## config.mk

```make
export PLATFORM = sky130hd
export DESIGN_NAME = ptag_tlb
export DESIGN_NICKNAME = d
export VERILOG_FILES = /design/src/rtl/ptlb_pkg.sv /design/src/rtl/ptlb_cam.sv /design/src/rtl/ptlb_prienc.sv /design/src/rtl/ptlb_rr.sv /design/src/rtl/ptag_tlb.sv
export SDC_FILE = /design/constraint.sdc
export NUM_CORES = 1
export LEC_CHECK = 0
export ABC_AREA = 1
export BUFFER_PORTS_ARGS = -buffer_cell sky130_fd_sc_hd__clkbuf_2
export CAP_MARGIN = 30
export CORE_ASPECT_RATIO = 0.6
export CORE_UTILIZATION = 57
export CTS_BUF_LIST = sky130_fd_sc_hd__clkbuf_2 sky130_fd_sc_hd__clkbuf_4 sky130_fd_sc_hd__clkbuf_8
export CTS_CLUSTER_DIAMETER = 40
export CTS_CLUSTER_SIZE = 14
export DETAILED_ROUTE_END_ITERATION = 12
export PLACE_DENSITY = 0.79
export SETUP_SLACK_MARGIN = 0.5
export SYNTH_ARGS = -nofsm -noshare
export SYNTH_HDL_FRONTEND = slang
export SYNTH_SLANG_ARGS = --single-unit
```

## constraint.sdc

```tcl
create_clock -name clk -period 2.51 [get_ports clk]
set_input_delay 0.502 -clock clk [delete_from_list [all_inputs] [get_ports clk]]
set_output_delay 0.502 -clock clk [all_outputs]
set_load 0.03 [all_outputs]
```

## src/rtl/ptlb_pkg.sv

```systemverilog
package ptlb_pkg;

  typedef enum logic [2:0] {
    MNT_IDLE,
    MNT_FLUSH,
    MNT_CLRV,
    MNT_INSERT,
    MNT_INVAL
  } mnt_op_e;

  // Precedence: flush, clear-valid, refill, single invalidate.
  function automatic mnt_op_e mnt_decode(input logic flush, input logic clrv,
                                         input logic ins, input logic inv);
    mnt_op_e op;
    if (flush)     op = MNT_FLUSH;
    else if (clrv) op = MNT_CLRV;
    else if (ins)  op = MNT_INSERT;
    else if (inv)  op = MNT_INVAL;
    else           op = MNT_IDLE;
    return op;
  endfunction

endpackage

```

## src/rtl/ptlb_cam.sv

```systemverilog
module ptlb_cam #(
  parameter int N  = 8,
  parameter int KW = 15,
  parameter int DW = 22,
  localparam int IW = (N > 1) ? $clog2(N) : 1
) (
  input  logic [N-1:0]  vld_i,
  input  logic [KW-1:0] key_i  [N],
  input  logic [DW-1:0] data_i [N],
  input  logic [KW-1:0] probe_i,
  output logic [N-1:0]  match_o,
  output logic          any_o,
  output logic [IW-1:0] idx_o,
  output logic [DW-1:0] data_o
);

  for (genvar g = 0; g < N; g++) begin : g_cmp
    assign match_o[g] = vld_i[g] && (key_i[g] == probe_i);
  end

  assign any_o = |match_o;

  // OR-select: at most one row matches by construction of the refill path.
  always_comb begin
    data_o = '0;
    idx_o  = '0;
    for (int i = 0; i < N; i++) begin
      if (match_o[i]) begin
        data_o = data_o | data_i[i];
        idx_o  = idx_o | IW'(i);
      end
    end
  end

endmodule

```

## src/rtl/ptlb_prienc.sv

```systemverilog
module ptlb_prienc #(
  parameter int N = 8,
  localparam int IW = (N > 1) ? $clog2(N) : 1
) (
  input  logic [N-1:0]  req_i,
  output logic          found_o,
  output logic [IW-1:0] idx_o
);

  always_comb begin
    found_o = 1'b0;
    idx_o   = '0;
    for (int i = N - 1; i >= 0; i--) begin
      if (req_i[i]) begin
        found_o = 1'b1;
        idx_o   = IW'(i);
      end
    end
  end

endmodule

```

## src/rtl/ptlb_rr.sv

```systemverilog
module ptlb_rr #(
  parameter int N = 8,
  localparam int IW = (N > 1) ? $clog2(N) : 1
) (
  input  logic          clk,
  input  logic          rst_n,
  input  logic          clr_i,
  input  logic          adv_i,
  output logic [IW-1:0] ptr_o
);

  localparam logic [IW-1:0] LAST = IW'(N - 1);

  logic [IW-1:0] ptr_q, ptr_d;
  logic          ptr_en;

  assign ptr_en = clr_i | adv_i;

  always_comb begin
    if (clr_i)              ptr_d = '0;
    else if (ptr_q == LAST) ptr_d = '0;
    else                    ptr_d = ptr_q + IW'(1);
  end

  always_ff @(posedge clk or negedge rst_n) begin
    if (!rst_n)      ptr_q <= '0;
    else if (ptr_en) ptr_q <= ptr_d;
  end

  assign ptr_o = ptr_q;

endmodule

```

## src/rtl/ptag_tlb.sv

```systemverilog
module ptag_tlb
  import ptlb_pkg::*;
#(
  parameter int ENTRIES = 8,
  parameter int VPN_W   = 11,
  parameter int OFS_W   = 13,
  parameter int PFN_W   = 19,
  parameter int PID_W   = 4,
  localparam int VA_W = VPN_W + OFS_W,
  localparam int PA_W = PFN_W + OFS_W,
  localparam int IW   = (ENTRIES > 1) ? $clog2(ENTRIES) : 1
) (
  input  logic             clk,
  input  logic             rst_n,
  input  logic [PID_W-1:0] cur_pid,
  input  logic             lk_valid,
  input  logic             lk_write,
  input  logic [VA_W-1:0]  lk_vaddr,
  output logic             lk_hit,
  output logic             lk_miss,
  output logic             lk_prot_fault,
  output logic [PA_W-1:0]  lk_paddr,
  output logic [IW-1:0]    lk_way,
  output logic             lk_dirty,
  output logic             lk_refd,
  output logic             lk_writable,
  input  logic [VPN_W-1:0] mnt_vpn,
  input  logic [PID_W-1:0] mnt_pid,
  input  logic             ins_en,
  input  logic [PFN_W-1:0] ins_pfn,
  input  logic             ins_dirty,
  input  logic             ins_refd,
  input  logic             ins_writable,
  input  logic             inv_en,
  input  logic             flush_en,
  input  logic             clrv_en
);

  localparam int KW = PID_W + VPN_W;
  localparam int DW = PFN_W + 3;

  // ---------------- entry state ----------------
  logic [ENTRIES-1:0] v_q, v_d;
  logic [KW-1:0]      key_q [ENTRIES];
  logic [KW-1:0]      key_d [ENTRIES];
  logic [DW-1:0]      dat_q [ENTRIES];
  logic [DW-1:0]      dat_d [ENTRIES];
  logic               st_en;

  mnt_op_e op;
  assign op    = mnt_decode(flush_en, clrv_en, ins_en, inv_en);
  assign st_en = (op != MNT_IDLE);

  // ---------------- lookup path ----------------
  logic [ENTRIES-1:0] lk_match;
  logic               lk_any;
  logic [IW-1:0]      lk_idx;
  logic [DW-1:0]      lk_data;
  logic [KW-1:0]      lk_probe;

  assign lk_probe = {cur_pid, lk_vaddr[VA_W-1:OFS_W]};

  ptlb_cam #(.N(ENTRIES), .KW(KW), .DW(DW)) u_look (
    .vld_i   (v_q),
    .key_i   (key_q),
    .data_i  (dat_q),
    .probe_i (lk_probe),
    .match_o (lk_match),
    .any_o   (lk_any),
    .idx_o   (lk_idx),
    .data_o  (lk_data)
  );

  // ---------------- maintenance key path ----------------
  logic [ENTRIES-1:0] mk_match;
  logic               mk_any;
  logic [IW-1:0]      mk_idx;
  logic [DW-1:0]      mk_data;
  logic [KW-1:0]      mk_probe;

  assign mk_probe = {mnt_pid, mnt_vpn};

  ptlb_cam #(.N(ENTRIES), .KW(KW), .DW(DW)) u_mkey (
    .vld_i   (v_q),
    .key_i   (key_q),
    .data_i  (dat_q),
    .probe_i (mk_probe),
    .match_o (mk_match),
    .any_o   (mk_any),
    .idx_o   (mk_idx),
    .data_o  (mk_data)
  );

  // ---------------- victim selection ----------------
  logic          free_found;
  logic [IW-1:0] free_idx;
  logic [IW-1:0] rr_ptr;
  logic          rr_adv;
  logic [IW-1:0] vict;

  ptlb_prienc #(.N(ENTRIES)) u_free (
    .req_i   (~v_q),
    .found_o (free_found),
    .idx_o   (free_idx)
  );

  assign rr_adv = (op == MNT_INSERT) && !mk_any && !free_found;

  ptlb_rr #(.N(ENTRIES)) u_rr (
    .clk   (clk),
    .rst_n (rst_n),
    .clr_i (op == MNT_FLUSH),
    .adv_i (rr_adv),
    .ptr_o (rr_ptr)
  );

  always_comb begin
    if (mk_any)          vict = mk_idx;
    else if (free_found) vict = free_idx;
    else                 vict = rr_ptr;
  end

  // ---------------- next state ----------------
  always_comb begin
    v_d = v_q;
    for (int i = 0; i < ENTRIES; i++) begin
      key_d[i] = key_q[i];
      dat_d[i] = dat_q[i];
    end
    unique case (op)
      MNT_FLUSH: begin
        v_d = '0;
        for (int i = 0; i < ENTRIES; i++) begin
          key_d[i] = '0;
          dat_d[i] = '0;
        end
      end
      MNT_CLRV: v_d = '0;
      MNT_INSERT: begin
        v_d[vict]   = 1'b1;
        key_d[vict] = mk_probe;
        dat_d[vict] = {ins_pfn, ins_dirty, ins_refd, ins_writable};
      end
      MNT_INVAL: begin
        if (mk_any) v_d[mk_idx] = 1'b0;
      end
      default: ;
    endcase
  end

  always_ff @(posedge clk or negedge rst_n) begin
    if (!rst_n) begin
      v_q <= '0;
      for (int i = 0; i < ENTRIES; i++) begin
        key_q[i] <= '0;
        dat_q[i] <= '0;
      end
    end else if (st_en) begin
      v_q <= v_d;
      for (int i = 0; i < ENTRIES; i++) begin
        key_q[i] <= key_d[i];
        dat_q[i] <= dat_d[i];
      end
    end
  end

  // ---------------- lookup outputs ----------------
  logic lk_sel;
  logic ent_w;

  assign lk_sel = lk_valid && lk_any;
  assign ent_w  = lk_data[0];

  assign lk_hit        = lk_sel && !(lk_write && !ent_w);
  assign lk_prot_fault = lk_sel && lk_write && !ent_w;
  assign lk_miss       = lk_valid && !lk_any;
  assign lk_paddr      = lk_sel ? {lk_data[DW-1:3], lk_vaddr[OFS_W-1:0]} : '0;
  assign lk_way        = lk_sel ? lk_idx : '0;
  assign lk_dirty      = lk_sel && lk_data[2];
  assign lk_refd       = lk_sel && lk_data[1];
  assign lk_writable   = lk_sel && lk_data[0];

  // ---------------- assertions ----------------
  // the refill path never creates a second row for the same key.
  p_single_match_r8: assert property (@(posedge clk) disable iff (!rst_n)
    $onehot0(lk_match));

  // a request resolves to exactly one of hit, miss, fault.
  p_one_outcome_r5: assert property (@(posedge clk) disable iff (!rst_n)
    lk_valid |-> $countones({lk_hit, lk_miss, lk_prot_fault}) == 1);

  // nothing is reported without a request.
  p_quiet_idle_r4: assert property (@(posedge clk) disable iff (!rst_n)
    !lk_valid |-> !(lk_hit || lk_miss || lk_prot_fault));

  // a refill is resident in the chosen row one cycle later.
  p_refill_lands_r6: assert property (@(posedge clk) disable iff (!rst_n)
    (op == MNT_INSERT) |=> v_q[$past(vict)] && (key_q[$past(vict)] == $past(mk_probe)));

  // a matched single invalidate clears its row.
  p_inval_clears_r9: assert property (@(posedge clk) disable iff (!rst_n)
    (op == MNT_INVAL) && mk_any |=> !v_q[$past(mk_idx)]);

  // flush empties the array and rewinds replacement.
  p_flush_rewinds_r10: assert property (@(posedge clk) disable iff (!rst_n)
    (op == MNT_FLUSH) |=> (v_q == '0) && (rr_ptr == '0));

  // clear-valid empties the array but holds the pointer.
  p_clrv_holds_r11: assert property (@(posedge clk) disable iff (!rst_n)
    (op == MNT_CLRV) |=> (v_q == '0) && $stable(rr_ptr));

endmodule

```

==> results of run 1 <==
cell families after synthesis:
kind of cell	count (synthesis)	share of synthesized area (%)
AO/OA/AOI/OAI	179	5.572
adder cells (fa/ha/maj)	2	0.1384
buffers and inverters	355	8.743
AND/OR/NAND/NOR	1784	41.69
flip-flops	307	42.50
XOR/XNOR	28	1.357
through the flow:
stage	setup TNS [ns]	area (µm²)	worst slack [ns]	instances	hold slack, ns
floorplan	-1.865	19670	-0.08667	2655	0.2064
global placement	-165.80	23560	-0.8205	3470	0.4370
detailed placement	-171.27	23560	-0.8677	3470	0.4465
CTS	-93.98	25300	-0.9401	3560	0.2991
metal layers:
metal / GRT usage (%) / GRT overflow
met1: 91.85 / 18
met2: 97.31 / 120
met4: 83.66 / 114
met3: 82.70 / 17
met5: 69.05 / 1
what timing repair did:
item,in CTS
gates resized for setup,177
setup buffers,22
gates cloned,9
hold buffers,1
setup endpoints to repair,348
pin swaps,37
hold endpoints to repair,48
==> impl_results.md, run 1 <==
- Share of the yosys chip area belonging to registers: a little over two fifths
- First Err: [ERROR GRT-0232] Routing congestion too high. Check the congestion heatmap in the GUI.
- Syn Inst Count: ~2700
- Global route overflow: 270
- Die X-Extent: 231.9 µm
- Post-synth EDFFs: 0
- Total track usage: between 80% and 90%
- Kind of the worst endpoint: output port
- Pin count of the biggest net entering global routing: 67
- Ranking of synthesized cells by area: dfrtp_1, nand2_1, nand3_1
- Synth Register Bits: between 300 and 400
- Clock sink count: between 300 and 400
- Asr flop ratio synth: 100.0%
- Synthesis Warnings: 0
- DP HPWL: ~66 mm
- Top cell type by total area after synthesis: dfrtp_1
- Status: did not finish
- Mapped Area: 18070 µm²
- Stopping stage: 5_1_grt
- Root Buffer Master: clkbuf_8
- Gp weighted congestion: between 1 and 1.5
- Synth cell types: 38
- Top_reg_cell synth: dfrtp_1
- Synth top area share: a little over two fifths
- Count leader, synth: nand2_1
- Starting Density: around three fifths
- Syn_area_per_cell: around 6.8 µm²
- Synth top cells by count: nand2_1, nand3_1, dfrtp_1
- Ports: approximately 110
- Port-buffer cells: 113
- Post-Syn Nets: 2730
- DIE HEIGHT: 139.9 µm
- GRT worst endpoint: lk_paddr[30]
- Row cnt: 50
- CTS Buf Count: 35
- H-tree depth: 2
- Clock buffer depth: 3
==> run 2, diff against run 1 <==
==> config.mk (replaced) <==
export PLATFORM = sky130hd
export DESIGN_NAME = ptag_tlb
export DESIGN_NICKNAME = d
export VERILOG_FILES = /design/src/rtl/ptlb_pkg.sv /design/src/rtl/ptlb_cam.sv /design/src/rtl/ptlb_prienc.sv /design/src/rtl/ptlb_rr.sv /design/src/rtl/ptag_tlb.sv
export SDC_FILE = /design/constraint.sdc
export NUM_CORES = 1
export LEC_CHECK = 0
export ABC_AREA = 1
export BUFFER_PORTS_ARGS = -buffer_cell sky130_fd_sc_hd__clkbuf_2
export CAP_MARGIN = 30
export CORE_UTILIZATION = 40
export DETAILED_ROUTE_END_ITERATION = 12
export PLACE_DENSITY_LB_ADDON = 0.15
export SYNTH_ARGS = -nofsm -noshare
export SYNTH_HDL_FRONTEND = slang
export SYNTH_SLANG_ARGS = --single-unit
==> constraint.sdc (replaced) <==
create_clock -name clk -period 3.3 [get_ports clk]
set_input_delay 0.66 -clock clk [delete_from_list [all_inputs] [get_ports clk]]
set_output_delay 0.66 -clock clk [all_outputs]
set_load 0.03 [all_outputs]
==> run 2 against run 1 <==
The flow now finishes, with violations (negative setup slack). Area after synthesis stayed put. Synthesized cell count stayed put.
==> impl_results.md, run 2 <==
- Status: finished with violations (was did not finish)
- Violated checks: negative setup slack
- Final instance area: between 20000 and 25000 µm²
- Placed cell areas: 20840 µm² (was 23560 µm²)
- Starting Density: 40.70% (was 58.02%)
- R2R Setup Slk: 0.42 ns
- Gr busiest metal: met2
- Row cnt: 77 (was 50)
- Post-route clock period utilization: 103.5%
- Synthesis Warnings: 0 (unchanged)
- Root Buffer Master: clkbuf_16 (was clkbuf_8)
- Pin count of the biggest net entering global routing: between 80 and 90
- Synth top cells by count: nand2_1, nand3_1, dfrtp_1 (unchanged)
- DP HPWL: 56.80 mm (was 66.11 mm)
- Max Slew Vio Count: 0
- Critical Path RT: around 2.6 ns
- Top cell type by total area after synthesis: dfrtp_1 (unchanged)
- Crit path largest cell delay: 0.41 ns
- FF/Latch Area: just under 8000 µm²
- Die area: between 40000 and 50000 µm²
- Critical Path End Type: output port
- Max Clk Rate: around 300 MHz
- Worst Hold Class: input port to asynchronous set/reset pin
- Setup Skew: about 0.024 ns
- Die X-Extent: 214.6 µm (was 231.9 µm)
- Multi-input logic area: around 9700 µm²
- Synth cell types: 38 (unchanged)
- Largest regs: dat_q (176), key_q (120), v_q (8)
- Port-buffer cells: 113 (unchanged)
- Proportion of layout cells with a drive suffix above 1: between 20% and 30%
- DIE HEIGHT: 214.6 µm (was 139.9 µm)
- Final core utilization: a little over half
- GR Layer Usage met3: roughly 4.3%
- Critical path, cell by cell: inv_2, nand2_2, a21oi_2, nand4_1, nor2_4, nand2_2, nand2_2, nor2_4, nand2_4, nand2_8, clkbuf_16, nor2_4, buf_8
- Ports: 114 (unchanged)
- Gp weighted congestion: 1.025 (was 1.221)
- Kind of critical path: flop to output port
- Syn_area_per_cell: 6.808 µm² (unchanged)
- Vias per std cell: roughly 5.6
- Core Region: around 44000 µm²
- Crit-path max FO: 7
- Met2 usage: about three fifths
- Reg-to-reg startpoint: key_q[86]$_DFFE_PN0P_
- Power Total: between 0.008 and 0.009 W
- Iteration-0 DRC Markers: 2184
- R2R Path End: dat_q[6]$_DFFE_PN0P_
- Total track usage: a little under two fifths
- Antenna Cells: 0
- CTS Buf Count: 37 (was 35)
- Post-place setup slack: -0.4521 ns (was -0.8677 ns)
- H-tree depth: 2 (unchanged)
- Ranking of synthesized cells by area: dfrtp_1, nand2_1, nand3_1 (unchanged)
- Global route overflow: 0
- Clock buffer depth: 3 (unchanged)
- Most frequent cells in the layout: nand2_1, nand3_1, dfrtp_1
- Clk slew on worst S/H paths: ~0.070 ns
- PwrDens: between 300 and 400 nW/µm²
- Grt met1 use: 46.29%
- Final net count: roughly 3000
- Remaining DRCs: 0
- Number of max-cap violations: 0
- Initial antenna violation count: 0
- Fill cells: 4282
- Post-synth EDFFs: 0 (unchanged)
- Final WS setup: -0.1155 ns
- First-pass GRT wire length: 126.4 mm
- Worst vdd ir: about 0.00043 V
- Vias in the first global route: 19520
- Fin crit period: roughly 3.4 ns
- Avg WL per Cell: 24.58 µm
- Mapped Area: 18070 µm² (unchanged)
- Worst skew pair latency: 0.58 ns
- Biggest register: dat_q
- Top_reg_cell synth: dfrtp_1 (unchanged)
- Antenna viol nets, final: 0
- Synth top area share: 42.50% (unchanged)
- Fin. Hold Viols: 0
- Post-Route WL: just under 90 mm
- RSZ-0062 raised after global routing: true
- Relative slew slack: between 40% and 50%
- Most common cell after layout, fill and taps aside: nand2_1
- Share of the yosys chip area belonging to registers: 42.50% (unchanged)
- CTS tree: built
- Count leader, synth: nand2_1 (unchanged)
- P&R area growth vs syn: 34.00%
- Final setup vio count: 39
- P_leak: approximately 12 nW
- Largest register FFs: ~180
- Vias: between 20000 and 25000
- Synth Register Bits: 307 (unchanged)
- Drt pass-1 iters: 8
- Syn Inst Count: 2655 (unchanged)
- Clock sink count: 307 (unchanged)
- Worst slew pin tran: 0.7699 ns
- Worst Reg2Reg Path Length in Cells: 17
- Post-Syn Nets: 2730 (unchanged)
- Crit path DAT: around 2.8 ns
- Crit start category: flop
- Asr flop ratio synth: 100.0% (unchanged)
- Worst path slowest cell: dfrtp_1
## run 2: layout make-up
class,instances,share of cell area [%]
clock buffer,55,4.479
clock inverter,11,0.5528
inverter,202,3.255
multi-input combinational,1993,39.85
sequential,307,31.86
tap,592,3.058
timing repair buffer,391,16.94
## run 2: routing by layer
metal | vias to the layer above | share of wire, %
met2 | 989 | 47
met1 | 9741 | 39
met4 | 0 | 6.7
met3 | 273 | 6.7
li1 | 9054 | -
met5 | - | 0
## run 2: worst max-delay path by stage
stage	start	end	slack (ns)	cells after the start
after floorplan	cur_pid[3]	lk_paddr[24]	0.03	15
after global placement	cur_pid[3]	lk_paddr[26]	-0.48	14
after detailed placement	lk_vaddr[13]	lk_paddr[31]	-0.45	15
after CTS	key_q[94]$_DFFE_PN0P_	lk_paddr[28]	-0.09	12
after global routing	key_q[18]$_DFFE_PN0P_	lk_paddr[30]	-0.15	14
final	key_q[109]$_DFFE_PN0P_	lk_paddr[22]	-0.12	13
## run 2: kinds of logic (layout without fill, tap and decap cells)
| group | Yosys count | count (layout) | share of synthesized area [%] |
|---|---|---|---|
| simple gates | 1784 | 1784 | 41.69 |
| buf+inv | 355 | 659 | 8.743 |
| xor+xnor | 28 | 28 | 1.357 |
| fa+ha+maj | 2 | 2 | 0.1384 |
| compound gates | 179 | 179 | 5.572 |
| flops | 307 | 307 | 42.50 |
## run 2: per-stage QoR
step	std cells	hold WS, ns	TNS (ns)
floorplan	2655	0.3644	0
global placement	3420	0.4850	-18.31
detailed placement	3420	0.4879	-15.72
CTS	3521	0.06323	-1.604
global route	3551	0.09941	-3.675
finish	3551	0.04597	-2.293
## run 2: where the power goes
part / switching [W] / internal [W]
clock: 0.00178 / 0.00245
combinational: 0.000631 / 0.000312
sequential: 0.0000287 / 0.00379
total: 0.00244 / 0.00655
## run 2: worst max-delay path: cells and delay by family (launching register included)
family / cells / cell delay [ns]
AO/OA/AOI/OAI: 1 / 0.17
buffers and inverters: 3 / 0.45
AND/OR/NAND/NOR: 9 / 1.15
flip-flops: 1 / 0.41
## run 2: repair_timing
| item | 4_1_cts | 5_1_grt |
|---|---|---|
| hold buffers | 0 | 0 |
| pin swaps | 39 | 48 |
| cloned | 8 | 8 |
| endpoints found under the setup margin | 41 | 40 |
| setup buffers | 30 | 24 |
| resized for setup | 204 | 231 |
No activity file was read; power rests on OpenSTA's default activity.
